--- config.mk ---
export PLATFORM = sky130hd
export DESIGN_NAME = nsb_hold_buf
export DESIGN_NICKNAME = d
export VERILOG_FILES = /design/src/rtl/nsb_pkg.sv /design/src/rtl/nsb_cmp.sv /design/src/rtl/nsb_first.sv /design/src/rtl/nsb_hold_buf.sv
export SDC_FILE = /design/constraint.sdc
export NUM_CORES = 1
export LEC_CHECK = 0
export BUFFER_PORTS_ARGS = -buffer_cell sky130_fd_sc_hd__buf_2
export CAP_MARGIN = 40
export CELL_PAD_IN_SITES_DETAIL_PLACEMENT = 0
export CELL_PAD_IN_SITES_GLOBAL_PLACEMENT = 1
export CORE_UTILIZATION = 49
export CTS_CLUSTER_SIZE = 24
export DETAILED_ROUTE_END_ITERATION = 7
export PLACE_DENSITY = 0.9
export SYNTH_ARGS = -nofsm -noshare
export SYNTH_HDL_FRONTEND = slang
export SYNTH_SLANG_ARGS = --single-unit
--- constraint.sdc ---
create_clock -name clk -period 5.73 [get_ports clk]
set_input_delay 0.2865 -clock clk [delete_from_list [all_inputs] [get_ports clk]]
set_output_delay 0.2865 -clock clk [all_outputs]
set_load 0.05 [all_outputs]
--- src/rtl/nsb_pkg.sv ---
package nsb_pkg;

    // Classification of a release request against the parked entries
    typedef enum logic [1:0] {
        REL_IDLE = 2'd0,
        REL_HIT  = 2'd1,
        REL_BAD  = 2'd2
    } rel_kind_e;

endpackage

--- src/rtl/nsb_cmp.sv ---
// Per-slot comparison of stored sequence numbers against one key.
// GREATER=0: equality vector; GREATER=1: stored value above key.
module nsb_cmp #(
    parameter int SLOTS   = 8,
    parameter int SEQ_W   = 8,
    parameter bit GREATER = 1'b0
) (
    input  logic [SLOTS-1:0][SEQ_W-1:0] seq_i,
    input  logic [SEQ_W-1:0]            key_i,
    output logic [SLOTS-1:0]            hit_o
);
    for (genvar g = 0; g < SLOTS; g++) begin : g_slot
        if (GREATER) begin : g_gt
            assign hit_o[g] = seq_i[g] > key_i;
        end else begin : g_eq
            assign hit_o[g] = seq_i[g] == key_i;
        end
    end
endmodule

--- src/rtl/nsb_first.sv ---
// Index of the lowest set bit of a request vector.
module nsb_first #(
    parameter int N     = 8,
    localparam int IDX_W = (N > 1) ? $clog2(N) : 1
) (
    input  logic [N-1:0]     req_i,
    output logic [IDX_W-1:0] idx_o,
    output logic             found_o
);
    always_comb begin
        idx_o   = '0;
        found_o = 1'b0;
        for (int i = N - 1; i >= 0; i--) begin
            if (req_i[i]) begin
                idx_o   = IDX_W'(i);
                found_o = 1'b1;
            end
        end
    end
endmodule

--- src/rtl/nsb_hold_buf.sv ---
module nsb_hold_buf #(
    parameter int SLOTS = 8,
    parameter int SEQ_W = 8,
    parameter int CLS_W = 3,
    localparam int IDX_W = (SLOTS > 1) ? $clog2(SLOTS) : 1,
    localparam int CNT_W = $clog2(SLOTS + 1)
) (
    input  logic             clk,
    input  logic             rst_n,
    input  logic             ins_valid,
    input  logic [SEQ_W-1:0] ins_seq,
    input  logic [CLS_W-1:0] ins_cls,
    input  logic             ins_mem,
    input  logic             rel_valid,
    input  logic [SEQ_W-1:0] rel_seq,
    input  logic             sq_valid,
    input  logic [SEQ_W-1:0] sq_seq,
    output logic             full,
    output logic [CNT_W-1:0] free_cnt,
    output logic             rel_vld_o,
    output logic [SEQ_W-1:0] rel_seq_o,
    output logic [CLS_W-1:0] rel_cls_o,
    output logic             rel_mem_o,
    output logic             err_o
);
    import nsb_pkg::*;

    typedef struct packed {
        logic [SLOTS-1:0]            vld;
        logic [SLOTS-1:0][SEQ_W-1:0] seq;
        logic [SLOTS-1:0][CLS_W-1:0] cls;
        logic [SLOTS-1:0]            mem;
        logic                        out_vld;
        logic [SEQ_W-1:0]            out_seq;
        logic [CLS_W-1:0]            out_cls;
        logic                        out_mem;
        logic                        out_err;
    } state_t;

    state_t s_d, s_q;

    logic [SLOTS-1:0] eq_vec, gt_vec, hit_vec, kill_vec;
    logic [IDX_W-1:0] hit_idx, free_idx;
    logic             hit_any, free_any;
    logic [CNT_W-1:0] hit_cnt, occ_cnt;
    rel_kind_e        rel_kind;
    logic             rel_go, ins_go;

    nsb_cmp #(.SLOTS(SLOTS), .SEQ_W(SEQ_W), .GREATER(1'b0)) u_rel_cmp (
        .seq_i(s_q.seq), .key_i(rel_seq), .hit_o(eq_vec)
    );

    nsb_cmp #(.SLOTS(SLOTS), .SEQ_W(SEQ_W), .GREATER(1'b1)) u_sq_cmp (
        .seq_i(s_q.seq), .key_i(sq_seq), .hit_o(gt_vec)
    );

    assign hit_vec  = eq_vec & s_q.vld;
    assign kill_vec = sq_valid ? (gt_vec & s_q.vld) : '0;

    nsb_first #(.N(SLOTS)) u_hit_pick (
        .req_i(hit_vec), .idx_o(hit_idx), .found_o(hit_any)
    );

    nsb_first #(.N(SLOTS)) u_free_pick (
        .req_i(~s_q.vld), .idx_o(free_idx), .found_o(free_any)
    );

    // Occupancy and match counts
    always_comb begin
        hit_cnt = '0;
        occ_cnt = '0;
        for (int i = 0; i < SLOTS; i++) begin
            hit_cnt = hit_cnt + CNT_W'(hit_vec[i]);
            occ_cnt = occ_cnt + CNT_W'(s_q.vld[i]);
        end
    end

    assign full     = &s_q.vld;
    assign free_cnt = CNT_W'(SLOTS) - occ_cnt;

    always_comb begin
        if (!rel_valid)                         rel_kind = REL_IDLE;
        else if (hit_any && hit_cnt == CNT_W'(1)) rel_kind = REL_HIT;
        else                                    rel_kind = REL_BAD;
    end

    // Squash beats release of the same entry
    assign rel_go = (rel_kind == REL_HIT) && !kill_vec[hit_idx];
    assign ins_go = ins_valid && free_any;

    always_comb begin
        s_d         = s_q;
        s_d.out_vld = rel_go;
        s_d.out_err = (rel_kind == REL_BAD);
        s_d.out_seq = '0;
        s_d.out_cls = '0;
        s_d.out_mem = 1'b0;
        s_d.vld     = s_q.vld & ~kill_vec;
        if (rel_go) begin
            s_d.out_seq      = s_q.seq[hit_idx];
            s_d.out_cls      = s_q.cls[hit_idx];
            s_d.out_mem      = s_q.mem[hit_idx];
            s_d.vld[hit_idx] = 1'b0;
        end
        if (ins_go) begin
            s_d.vld[free_idx] = 1'b1;
            s_d.seq[free_idx] = ins_seq;
            s_d.cls[free_idx] = ins_cls;
            s_d.mem[free_idx] = ins_mem;
        end
    end

    always_ff @(posedge clk or negedge rst_n) begin
        if (!rst_n) s_q <= '0;
        else        s_q <= s_d;
    end

    assign rel_vld_o = s_q.out_vld;
    assign rel_seq_o = s_q.out_seq;
    assign rel_cls_o = s_q.out_cls;
    assign rel_mem_o = s_q.out_mem;
    assign err_o     = s_q.out_err;

    // ---------------- assertions ----------------
    // a lone accepted insert consumes exactly one slot
    a_r2_insert_takes_slot: assert property (@(posedge clk) disable iff (!rst_n)
        (ins_valid && !full && !rel_valid && !sq_valid)
        |=> free_cnt == $past(free_cnt) - CNT_W'(1));

    // a rejected insert alone leaves the count unchanged
    a_r3_full_blocks: assert property (@(posedge clk) disable iff (!rst_n)
        (ins_valid && full && !rel_valid && !sq_valid) |=> full);

    // a release output always answers a request for that same number
    a_r4_out_has_request: assert property (@(posedge clk) disable iff (!rst_n)
        rel_vld_o |-> ($past(rel_valid) && $past(rel_seq) == rel_seq_o));

    // an error pulse needs a request, and excludes a release
    a_r5_err_has_request: assert property (@(posedge clk) disable iff (!rst_n)
        err_o |-> ($past(rel_valid) && !rel_vld_o));

    // a release for a number the same-cycle squash covers yields nothing
    a_r8_squash_wins: assert property (@(posedge clk) disable iff (!rst_n)
        (sq_valid && rel_valid && rel_seq > sq_seq) |=> !rel_vld_o);

    // full and free count agree
    always_comb begin
        if (rst_n) begin
            a_r3_full_matches_count: assert (full == (free_cnt == '0));
        end
    end
endmodule

======== Word-level counts from Yosys, hierarchy flattened ========
Index checks and enable logic that the tools add are counted.
storage, ports and cells
  flip-flop bits (word level) ............. 118
  bits in latches ......................... 0
  memory bits (writable) .................. 0
  memory bits (read-only) ................. 0
  input port bits ......................... 33
  output and inout port bits .............. 19
  word-level logic and storage cells ...... 133
  memories kept ........................... 0
operators by class
  add/subtract/negate cells ............... 15
  multiply operators ...................... 0
  div/mod/pow operators ................... 0
  $lt $le $gt $ge ......................... 12
  equality and inequality tests ........... 11
  shift-type cells ........................ 0
  multiplexer cells ....................... 57
  bitwise operators ....................... 8
  reduce and logical (&&, ||, !) cells .... 7
operators with widths
  operator              count
  $mux W104             1
  $bwmux W64            1
  $eq A8 B8 Y1          8
  $gt A8 B8 Y1          8
  $mux W3               18
  $add A4 B1 Y4         8
  $and A8 B8 Y8         4
  $mux W8               4
  $bmux W8 S3           1
  $bwmux W24            1
  $demux W8 S3          1
  $not A8 Y8            3
  $mux W1               20
  $mux W12              1
  $bmux W3 S3           1
  $demux W3 S3          1
  $add A3 B1 Y4         2
  $bwmux W8             1
  $lt A3 B4 Y1 const B  2
  $or A8 B8 Y8          1
  $reduce_and A8 Y1     1
  $add A2 B1 Y3         2
  $bmux W1 S3           2
  $demux W1 S3          2
  9 further kinds       16

======== Depth between registers and ports, before layout ========
Gate-level depths: netlist of the first run.
  word-level depth ........................ 19
  depth in mapped cells ................... 21
  gate-level depth less buffers ........... 19

======== Hierarchy ========
From an unflattened synthesis of the first run, not the netlist that was laid out.
second synthesis, totals
  cells, all modules ...................... 754
  area, all modules ....................... 8423.1 um2
by module, submodules not included
  module               times used  cells an instance  area each (um2)  sequential area each (um2)
  nsb_hold_buf         1           465                5988.2           2952.8
  nsb_cmp (u_sq_cmp)   1           167                1497.7           0.0
  nsb_cmp (u_rel_cmp)  1           96                 777.0            0.0
  nsb_first            2           13                 80.1             0.0

======== Least setup slack after synthesis of the first run ========
OpenSTA, ideal clock, no wires.
  path kind ............................... in2reg
  from .................................... input port rel_seq[4]
  to ...................................... register s_q, in the netlist rel_seq_o[4]
  setup time .............................. 0.067 ns
  arrival time ............................ 4.386 ns
  required time ........................... 5.663 ns
  slack ................................... 1.277 ns
  cell stages on the path ................. 21
  buffers on the path ..................... 2
  cells stage by stage .................... buf_6 xnor2_1 nand3_1 nor3_1 fa_1 inv_1 fa_1 inv_1 fa_1 ha_1 inv_1 fa_1 nor2b_1 a31oi_1 nand4b_1 a31o_1 a311oi_2 o311a_1 and4_4 buf_6 o2111a_1
RTL lines
  element               line                 RTL
  start, declared       nsb_hold_buf.sv:15   input logic [SEQ_W-1:0] rel_seq,
  end signal, assigned  nsb_hold_buf.sv:114  if (!rst_n) s_q <= '0;
  end signal, assigned  nsb_hold_buf.sv:115  else s_q <= s_d;
  end, declared         nsb_hold_buf.sv:40   state_t s_d, s_q;

==> results of run 1 <==
==> layer usage <==
metal | wire, µm | vias to the layer above | share of wire (%) | track usage [%]
li1 | - | 2900 | - | -
met2 | 11500 | 305 | 45 | 48.8
met5 | 0 | - | 0 | 0
met1 | 10600 | 3181 | 42 | 41.8
met3 | 2300 | 66 | 9.1 | 9.57
met4 | 881 | 0 | 3.5 | 13.0
==> report_power, final <==
part / switching [mW] / internal, mW
registers: 0.461 / 1.18
logic: 1.30 / 0.940
clock network: 0.401 / 0.705
total: 2.16 / 2.83
==> path summary, 6_finish.rpt <==
path	cells after the start	endpoint	slack, ns
worst max-delay path	19	rel_cls_o[2]$_DFF_PN0_	0.72
worst min-delay path	2	err_o$_DFF_PN0_	0.20
worst max register to register	19	rel_cls_o[2]$_DFF_PN0_	0.72
worst min register to register	1	flip-flop	0.50
max in group asynchronous	3	async pin	3.98
min in group asynchronous	2	async pin	0.45
==> cell type report <==
cell class              count  area (µm²)
repair buffers             70         437
clock buffers              20         457
multi-input cells         583        4780
inverters                  35         131
flip-flops and latches    118        2950
well taps                 216         270
clock inverters            11         149
fillers                  1383        6880
==> through the flow <==
step,instances,instance area (µm²),hold WS [ns]
5_1_grt,1053,9180,0.195
6_report,1053,9180,0.204
3_5_place_dp,1021,8570,0.400
3_3_place_gp,1015,8490,0.378
2_1_floorplan,778,8130,-0.00909
4_1_cts,1053,9180,0.193
==> what timing repair did <==
item,4_1_cts,5_1_grt
setup endpoints to repair,0,0
hold buffers,1,0
endpoints found under the hold margin,55,0
==> cells by family after synthesis <==
group	share of synthesized area [%]
muxes	14.0
AOI/OAI and AO/OA	11.0
buffers and inverters	4.94
and+or+nand+nor	13.5
DFF	36.3
adders and majority gates	13.1
xor gates and xnor gates	7.17
==> layout by cell type (no fill, tap or decap), types with 4 or more instances in the layout <==
cell,synthesis,layout
nand2_1,46,46
clkbuf_16,0,17
and3_1,4,4
o22a_1,9,9
a21oi_1,21,21
nor4_1,6,6
nand4_1,21,21
buf_2,3,50
nor3_1,16,16
buf_4,11,13
nand3_1,33,33
o211ai_1,4,4
nand2b_1,7,7
nor2b_1,9,9
o2111a_1,11,11
o311a_1,5,5
mux2i_1,11,11
nor2_1,45,42
inv_1,35,35
a21o_1,14,14
or2_2,4,4
ha_1,72,72
o21ai_0,30,30
mux2_2,91,91
fa_1,8,8
o22ai_1,6,6
xnor2_1,59,59
dfrtp_1,118,118
==> worst register-to-register path, cell delays in order (launching register included) <==
cell and delay, ns:
dfrtp_1 0.43, xnor2_1 0.22, nand4_1 0.15, nor3_2 0.43, fa_1 0.23, inv_1 0.05, fa_1 0.47, inv_1 0.05
fa_1 0.48, ha_1 0.15, inv_1 0.06, fa_1 0.38, nor2_1 0.11, a31oi_1 0.11, nand4b_1 0.22, a31o_1 0.26
a311oi_2 0.31, o311a_1 0.21, and4_4 0.39, and4_2 0.25
==> results by group, run 1 <==
Status
  – Result of the run: completed

Floorplan
  – Height of the die: between 100 and 150 µm
  – Number of standard-cell rows in the floorplan: 46
  – Core region area: ~16000 µm²
  – Area of the die: ~17000 µm²
  – I/O Pins: between 50 and 60
  – Starting density of the core: 50.6%
  – Width of the die: 131 µm

Synthesis
  – Dominant register cell in the synthesized netlist: dfrtp_1
  – Fraction of synthesis flops using an asynchronous set or reset pin: 100%
  – Part of the Yosys area used for sequential elements: 36.3%
  – Share of the synthesized area in the top cell type: between 30% and 40%
  – Number of distinct library cells after synthesis: 62
  – Biggest area contributors in the synthesized netlist: dfrtp_1, mux2_2, ha_1, xnor2_1, nand2_1
  – Post-synthesis instance area: 8130 µm²
  – Number of nets in the synthesized netlist: between 800 and 900
  – Flops & latches, synth: between 100 and 150
  – Number of synthesized flops with an enable pin: 0
  – Mean instance size in the synthesized netlist: 10.4 µm²
  – Yosys warns: 0
  – List of most frequent post-synthesis cells: dfrtp_1, mux2_2, ha_1, xnor2_1, nand2_1
  – Most frequently used cell type in the post-synthesis netlist: dfrtp_1
  – Post-synth top area cell: dfrtp_1
  – Cells after Synth: 778

Global routing
  – Largest net degree at the start of global routing: 64
  – Initial antenna violation count: 0
  – All-Layer GR Usage: 31.8%
  – Global-route wire length before repair: 38600 µm
  – Number of global-route vias before repair: 6456
  – Overall overflow remaining after global route: 0

Timing
  – Final worst-path cycle share: between 80 and 90%
  – Number of max-slew violations in the final report: 0
  – Final setup skew: 0.00816 ns
  – Final critical-path setup slack: 0.717 ns
  – Highest clock frequency the design can meet: between 150 and 200 MHz
  – Hold Violations, Final: 0
  – Transition time at the pin with the least slew margin: 0.812 ns
  – Setup-failing EPs final: 0
  – Minimum clock period after layout: 5.01 ns
  – Relative slew margins: 45.9%
  – Final total negative setup slack: 0 ns
  – RSZ-0062 raised after global routing: no

Worst setup path
  – Cell type with the highest occurrence count on the critical path: fa_1
  – Kind of critical path: flip-flop to flip-flop
  – Critical path, cell by cell: xnor2_1, nand4_1, nor3_2, fa_1, inv_1, fa_1, inv_1, fa_1, ha_1, inv_1, fa_1, nor2_1, a31oi_1, nand4b_1, a31o_1, a311oi_2, o311a_1, and4_4, and4_2
  – Element type at the critical path end: flip-flop
  – Crit path arrival time: 5.38 ns
  – Total buffers and inverters traversed by the critical path: 3
  – Largest stage delay on the critical path: 0.48 ns
  – Critical path launch point type: flip-flop
  – Worst path top cell family by delay: adder cells
  – Max Fanout on Critical Path: 13
  – Data required, critical path: 6.10 ns
  – Slowest CP cell: fa_1

Layout
  – Post-synthesis to final-layout area growth: 13.0%
  – # diodes: 0
  – Proportion of layout cells with a drive suffix above 1: 25.9%
  – Number of nets in the final layout: 938
  – Core Util, Final: 57.2%

Detailed routing
  – Vias per cell: 6.13
  – Vias after detailed routing: 6452
  – DRC Markers: 0
  – Routed wire length per instance: between 20 and 25 µm
  – TritonRoute pass-1 iters: 6
  – Number of DRC markers in iteration 0: 498
  – Final Routed Wirelength: between 20000 and 30000 µm
  – Number of antenna-violating nets in the routed design: 0

Power
  – IR drop worst, VDD: around 1.1 mV
  – Leakage power figure: 4.17 nW
  – Power density normalized to cell area: 544 nW/µm²
  – Total power consumption of the routed design: ~5.0 mW

Clock network
  – TritonCTS sink count: 118
  – Number of buffers created by CTS: 17
  – Clock H-tree levels: 4
  – Clock-pin slew of the registers on the worst-case setup and hold paths: 0.06 ns
  – Post-CTS setup-driven buffer insertion count: 0
  – CTS tree: built
  – Cell at the root of the clock tree: clkbuf_16
  – Number of buffers on the longest clock path: 2
  – CTS-repair resized insts: 0
  – Source-to-sink clock delay at the later pin of the worst-skew pair: approximately 0.43 ns

Min path
  – HP Start: rel_valid
  – Min-Delay Path Class: input pin to flip-flop

Job
  – Max Cap Violations: 0

Placed design
  – Worst setup slack after placement: around 0.63 ns
  – Weighted congestion at the end of routability-driven global placement: slightly above 1
  – Quantity of I/O buffers inserted on ports: 51
  – HPWL after detailed placement: 18900 µm
Power figures use the tool's default switching activity.
==> run 2: changes to the inputs <==
CAP_MARGIN = default   (was 40)
TNS_END_PERCENT = 20   (was default)
clock period = 4.73 ns   (was 5.73 ns; I/O delays follow)
==> run 2 against run 1 <==
The flow now finishes with violations (hold timing, setup timing). Via count is 5.0% higher. Sequential power is 14% higher. Highest routed layer unchanged. Register-to-register slack worse by 0.84 ns. Sequential share of layout area is 1.5 points lower. Power is 26% higher. Clock skew is 0.0011 ns lower.
==> results by group, run 2 (synthesis gave the netlist of run 1 again) <==
Power
  – IR drop worst, VDD: 1.23 mV
  – Leakage power figure: between 4 and 5 nW
  – Power density normalized to cell area: 652 nW/µm²

Worst setup path
  – Slowest CP cell: fa_1
  – Data required, critical path: between 5 and 6 ns
  – Max Fanout on Critical Path: 7
  – Element type at the critical path end: flip-flop
  – Critical path launch point type: flip-flop
  – Crit path arrival time: 5.22 ns
  – Largest stage delay on the critical path: 0.55 ns
  – Kind of critical path: flip-flop to flip-flop
  – Critical path, cell by cell: xnor2_2, nand4_1, nor3_4, fa_1, inv_2, fa_1, inv_2, fa_1, ha_2, inv_2, fa_2, nor2_1, a31oi_1, nand4b_1, a31o_1, a311oi_2, o311a_1, and4_4, and4_4

Clock network
  – Clock-pin slew of the registers on the worst-case setup and hold paths: 0.06 ns
  – CTS tree: built
  – Number of buffers on the longest clock path: 2
  – Cell at the root of the clock tree: clkbuf_16
  – Hold_buf cts: 0
  – TritonCTS sink count: 118
  – Clock H-tree levels: 4
  – Source-to-sink clock delay at the later pin of the worst-skew pair: 0.43 ns
  – Number of buffers created by CTS: 17

Detailed routing
  – Number of antenna-violating nets in the routed design: 0
  – Final Routed Wirelength: ~26000 µm
  – Vias per cell: 6.12
  – Vias after detailed routing: 6776
  – DRC Markers: 0
  – Routed wire length per instance: 23.9 µm
  – TritonRoute pass-1 iters: 5
  – Number of DRC markers in iteration 0: around 520

Layout
  – Total area of multi-input combinational cells: 4880 µm²
  – Number of nets in the final layout: 992
  – Most frequent cells in the layout: dfrtp_1, mux2_2, ha_1, buf_4, xnor2_1
  – Post-synthesis to final-layout area growth: 18.5%
  – Most frequent standard cell in the layout excluding fill and tap cells: dfrtp_1
  – # diodes: 0
  – Layout filler cell count: 1353
  – Seq. cell area: between 2000 and 3000 µm²
  – Proportion of layout cells with a drive suffix above 1: 32.3%

Global routing
  – Largest net degree at the start of global routing: between 70 and 80
  – Overall overflow remaining after global route: 0
  – Number of global-route vias before repair: between 6000 and 7000
  – Global-route wire length before repair: 40100 µm
  – Initial antenna violation count: 0
  – All-Layer GR Usage: between 30% and 40%

Timing
  – Highest clock frequency the design can meet: between 200 and 250 MHz
  – Minimum clock period after layout: approximately 4.9 ns
  – Hold Violations, Final: 36
  – Final setup skew: 0.00710 ns
  – Transition time at the pin with the least slew margin: between 1 and 1.5 ns
  – RSZ-0062 raised after global routing: yes
  – Number of max-slew violations in the final report: 0
  – Final total negative setup slack: -0.904 ns
  – Setup-failing EPs final: 12
  – Final critical-path setup slack: -0.123 ns
  – Relative slew margins: 30.4%
  – Worst hold slack after final layout: -0.0477 ns
  – Final worst-path cycle share: 103%

Placed design
  – HPWL after detailed placement: 19500 µm
  – Quantity of I/O buffers inserted on ports: 51
  – Weighted congestion at the end of routability-driven global placement: 0.989

Floorplan
  – Height of the die: 131 µm
  – Number of standard-cell rows in the floorplan: 46
  – Core region area: 16100 µm²
  – Width of the die: roughly 130 µm
  – Area of the die: 17100 µm²
  – I/O Pins: 52
  – Starting density of the core: between 50% and 60%

Min path
  – Min-Delay Path Class: input pin to async pin

Status
  – Result of the run: finished with violations
  – Violated checks: hold timing, setup timing

Job
  – Max Cap Violations: 0
-- run 2: cell types whose count changed in the layout (fill, tap and decap cells not counted), sizes merged --
cell and change:
and4 +1, dlygate4sd3 -1, clkbuf -3, buf +54
inv +3, bufinv -1, clkinv +1, clkinvlp +1
-- run 2: per-layer routing --
| layer | wire [µm] | vias up | global-route usage (%) | share of wire (%) |
|---|---|---|---|---|
| li1 | - | 3021 | - | - |
| met1 | 11100 | 3363 | 42.8 | 42 |
| met2 | 12000 | 308 | 51.4 | 46 |
| met3 | 2230 | 84 | 9.69 | 8.4 |
| met4 | 1120 | 0 | 15.2 | 4.2 |
| met5 | 0 | - | 0 | 0 |
-- run 2: timing repair --
| action | 4_1_cts | 5_1_grt |
|---|---|---|
| setup endpoints to repair | 13 | 15 |
| gates cloned | 1 | 0 |
| buffers inserted | 2 | 1 |
| gates resized for setup | 13 | 8 |
| hold endpoints to repair | 0 | 0 |
| pin swaps | 10 | 8 |
-- run 2: worst max-delay path, delay by kind of cell, from the launching register on --
kind | cells | cell delay, ns
adders and majority gates | 5 | 2.02
and+or+nand+nor | 6 | 1.14
AOI/OAI and AO/OA | 4 | 0.89
xor gates and xnor gates | 1 | 0.18
DFF | 1 | 0.42
buffers and inverters | 3 | 0.12
-- run 2: area by class of cell --
| type | instances | share of cell area, % |
|---|---|---|
| Multi-Input combinational cell | 584 | 50.6 |
| Sequential cell | 118 | 30.7 |
| Timing Repair Buffer | 123 | 8.36 |
| Clock buffer | 17 | 4.42 |
| Tap cell | 216 | 2.81 |
| Clock inverter | 15 | 1.77 |
| Inverter | 35 | 1.36 |
-- run 2: power by group --
group | leakage (nW) | internal, mW | switching [mW]
registers | 1.48 | 1.43 | 0.437
clock network | 0.280 | 0.786 | 0.525
logic | 2.72 | 1.33 | 1.77
-- run 2: path summary, 6_finish.rpt --
| path | start | endpoint | slack [ns] | cells after the start |
|---|---|---|---|---|
| max | flip-flop | rel_cls_o[2]$_DFF_PN0_ | -0.12 | 19 |
| min | rst_n | async pin | -0.05 | 1 |
| max reg2reg | flip-flop | rel_cls_o[2]$_DFF_PN0_ | -0.12 | 19 |
| min reg2reg | flip-flop | flip-flop | 0.50 | 1 |
| max in group asynchronous | rst_n | async pin | 3.60 | 2 |
| min in group clk | rel_valid | err_o$_DFF_PN0_ | 0.14 | 2 |
-- run 2: through the flow --
step,utilization [%],area [µm²],std cells,worst slack (ns),power [mW]
floorplan,-,8130,778,0.301,3.92
global placement,55.6,8920,1073,-0.0499,4.80
detailed placement,55.6,8920,1073,-0.141,4.87
CTS,59.8,9600,1107,0.000128,6.24
global route,60.0,9630,1108,-0.259,6.65
finish,60.0,9630,1108,-0.123,6.28
